$ cat config.mk
export PLATFORM = sky130hd
export DESIGN_NAME = swallow_divider
export DESIGN_NICKNAME = d
export VERILOG_FILES = /design/src/rtl/swallow_divider.sv
export SDC_FILE = /design/constraint.sdc
export NUM_CORES = 1
export LEC_CHECK = 0
export ABC_AREA = 1
export CAP_MARGIN = 20
export CELL_PAD_IN_SITES_DETAIL_PLACEMENT = 1
export CELL_PAD_IN_SITES_GLOBAL_PLACEMENT = 1
export CORE_ASPECT_RATIO = 0.8
export CORE_MARGIN = 2
export CORE_UTILIZATION = 29
export CTS_CLUSTER_SIZE = 8
export DETAILED_ROUTE_END_ITERATION = 12
export PLACE_DENSITY = 0.7
export REMOVE_ABC_BUFFERS = 1
export SLEW_MARGIN = 5
export SYNTH_ARGS = -nofsm -noshare
export SYNTH_HDL_FRONTEND = slang
export SYNTH_SLANG_ARGS = --single-unit
$ cat constraint.sdc
create_clock -name clk -period 4 [get_ports clk]
set_input_delay 0.8 -clock clk [delete_from_list [all_inputs] [get_ports clk]]
set_output_delay 0.8 -clock clk [all_outputs]
set_load 0.05 [all_outputs]
$ cat src/rtl/swallow_divider.sv
module swallow_divider #(
  parameter int NW = 11,
  parameter int AW = 7,
  parameter logic [NW-1:0] RST_N = 3
) (
  input  logic          clk,
  input  logic          rst_n,
  input  logic          ld,
  input  logic [NW-1:0] n_in,
  input  logic [AW-1:0] a_in,
  input  logic          band_in,
  output logic          mod_hi,
  output logic          cmp_pulse,
  output logic          big_mod
);
  localparam logic [NW-1:0] NONE = 1;
  localparam logic [AW-1:0] AONE = 1;

  logic [NW-1:0] n_pend, cnt;
  logic [AW-1:0] a_pend, sc;
  logic          sel_pend, sel_q;

  wire [NW-1:0] n_nx   = ld ? n_in : n_pend;
  wire [AW-1:0] a_nx   = ld ? a_in : a_pend;
  wire          sel_nx = ld ? band_in : sel_pend;
  wire          wrap   = (cnt <= NONE);

  always_ff @(posedge clk or negedge rst_n) begin
    if (!rst_n) begin
      n_pend   <= RST_N;
      a_pend   <= '0;
      sel_pend <= 1'b0;
      cnt      <= '0;
      sc       <= '0;
      sel_q    <= 1'b0;
    end else begin
      n_pend   <= n_nx;
      a_pend   <= a_nx;
      sel_pend <= sel_nx;
      if (wrap) begin
        cnt   <= n_nx;
        sc    <= a_nx;
        sel_q <= sel_nx;
      end else begin
        cnt <= cnt - NONE;
        if (sc != '0) sc <= sc - AONE;
      end
    end
  end

  assign mod_hi    = (sc != '0);
  assign cmp_pulse = (cnt == NONE);
  assign big_mod   = sel_q;
endmodule

==> impl_metrics.csv <==
group,metric,value,unit
timing,fin_crit_sh,75.47,%
final_layout,drive_gt1_share,17.94,%
final_layout,syn2layout_area_growth,20.94,%
detailed_routing,first_pass_iters,2,
clock_tree,clkLatencyLatePin,0.29,ns
critical_path,cp.required,3.20,ns
grt,grt_pass1_vias,1385,
detailed_routing,drt_drc_violations_left,0,
clock_tree,tritoncts,"built",
clock_tree,cts.sinks,38,
synthesis,synth_seq_cells,38,
pwr,clock_power_share,36.9,%
critical_path,critPathLaunch,"cnt[1]",
timing,timing.fmax,331.3,MHz
timing,hold_viol_final,0,
critical_path,crit_type,"reg -> out",
timing,min_period,3.019,ns
timing,worstMarginPinSlew,0.9483,ns
final_layout,final_cell_mix,"nand2_1, dfrtp_1, clkdlybuf4s50_1, mux2_2, inv_1",
pwr,power_density,323.2,nW/um^2
timing,finalSetupViolCount,0,
pwr,p_total,0.7405,mW
run_status,outcome,"complete, no violations",
pwr,p_comb_share,7.9,%
critical_path,endpoint_kind,"output port",
detailed_routing,ant_nets,0,
timing,maxSlewViolCount,0,
synthesis,ys_warn_count,0,
synthesis,synth-seq-area-share,50.33,%
floorplan,num_rows,26,
timing,finClkSkew,0.001738,ns
clock_tree,cts_root_buf,"clkbuf_8",
placement,dpl_cell_area,2200,sq um
min_path,holdCritStartpoint,"big_mod",
clock_tree,cts_buffers,5,
critical_path,worstPathArrival,2.22,ns
synthesis,synth_area,1894,sq um
clock_tree,post-cts-setup-buffers,0,
grt,grt_max_degree,39,
synthesis,synthCells,195,
detailed_routing,vias,1322,
placement,dp_hpwl,2.773,mm
pwr,p_sw,0.1625,mW
final_layout,layout.cells.most_common,"nand2_1",
run,cap_viol_max_count,0,
floorplan,dieArea,7199,sq um
clock_tree,path_clk_slew,0.07,ns
grt,track_usage,11.97,%
detailed_routing,drt-total-wl,3.941,mm
placement,place_congestion,0.8172,
pwr,p_leak,1.022,nW
min_path,min_path_type,"reg -> reg",
critical_path,rr_startpoint,"cnt[1]",
detailed_routing,drt_first_iter_violations,39,
floorplan,die_w,94.36,microns
floorplan,die_h,76.29,microns
timing,rsz0062_at_grt,"no",
floorplan,coreArea,6344,sq um
timing,finalSetupTns,0,ns
timing,max_slew_margin,36.58,%
clock_tree,holdBufCountCts,0,
clock_tree,htreeDepth,2,
timing,setup_ws,0.9812,ns
pwr,intPower,0.5781,mW
placement,port_buffers,24,
synthesis,syn_area_per_cell,9.714,sq um
synthesis,synth_cell_types,27,
detailed_routing,wl_per_cell,12.84,microns
grt,grt-ovfl-total,0,
pwr,ir_worst_vdd,0.0001395,V
floorplan,io_pins,25,
detailed_routing,viasPerCell,4.306,
floorplan,start_util,29.86,%
final_layout,final_area,2291,sq um
grt,antenna_found_initial,0,
pwr,seqPwrFrac,55.2,%
final_layout,antenna_cells,0,
clock_tree,cts.repair.resized,0,
pwr,switching_share,21.94,%
placement,preCtsSetupSlack,1.264,ns
grt,grt_pass1_wl,6.617,mm
critical_path,critPathMaxFanout,6,
clock_tree,cts_buffer_depth,2,
critical_path,crit_path_start_kind,"flip-flop",
final_layout,nets,248,
## per-layer routing
layer	track usage (%)	share of wire (%)
met1	17.36	53
met2	17.00	42
met3	3.561	4.3
met4	3.913	1.1
met5	0	0
## cell families after synthesis
logic type / synth area share, %
and+or+nand+nor: 23.18
DFF: 50.33
buffers and inverters: 5.614
muxes: 11.29
xor gates and xnor gates: 5.086
AOI/OAI and AO/OA: 1.849
adders and majority gates: 2.642
## synth_stat cells (all sizes together)
cell type	count	area share [%]
buf	4	1.8
dfrtp	36	48
dfstp	2	2.8
ha	4	2.6
inv	19	3.8
mux2	19	11
nand2	63	14
nand3	8	3.0
nand3b	1	0.40
nand4	5	1.7
nor2	14	3.4
nor3	2	0.79
o21ai	7	1.8
xnor2	3	1.4
xor2	8	3.7
## final timing paths
check,slack (ns),to,depth (start not counted)
setup / recovery,0.98,cmp_pulse,7
hold / removal,0.50,big_mod,2
setup reg to reg,2.33,cnt[10],9
hold reg to reg,0.50,big_mod,2
max in group asynchronous,2.84,sc[6],1
min in group asynchronous,0.62,n_pend[2],1
## state kept, by name, summed over array words and instances, names as in the netlist
| register | cells |
|---|---|
| sc | 7 |
| sel_pend | 1 |
| a_pend | 7 |
| cnt | 11 |
| big_mod | 1 |
| n_pend | 11 |
## per-stage QoR
| step | hold slack, ns | utilization [%] | cells |
|---|---|---|---|
| global placement | 0.4811 | 34.67 | 299 |
| finish | 0.4982 | 36.11 | 307 |
| global route | 0.5156 | 36.11 | 307 |
| CTS | 0.5019 | 36.11 | 307 |
| floorplan | 0.4659 | - | 191 |
| detailed placement | 0.4755 | 34.67 | 299 |
## power by group through the flow
stage	Sequential, mW	Combinational, mW	Clock, mW
6_report	0.409	0.0584	0.274
5_1_grt	0.411	0.0647	0.303
4_1_cts	0.409	0.0604	0.285
3_5_place_dp	0.416	0.0600	0
3_3_place_gp	0.415	0.0586	0
2_1_floorplan	0.415	0.0242	0
## critical path, stage by stage (launching register included)
cell and delay [ns]:
dfrtp_1 0.38, inv_1 0.13, ha_1 0.16, nand2_1 0.05
nor2_1 0.17, nand3_4 0.15, inv_1 0.09, clkdlybuf4s50_1 0.79
## final cells by class
cell class / instances / area [sq um]
fillers: 737 / 4053
repair buffers: 24 / 235.2
clock inverters: 1 / 5.005
clock buffers: 7 / 86.33
inverters: 19 / 71.32
flip-flops and latches: 38 / 953.4
multi-input cells: 134 / 834.6
well taps: 84 / 105.1
Note: power is estimated with default switching activity, not from simulation.
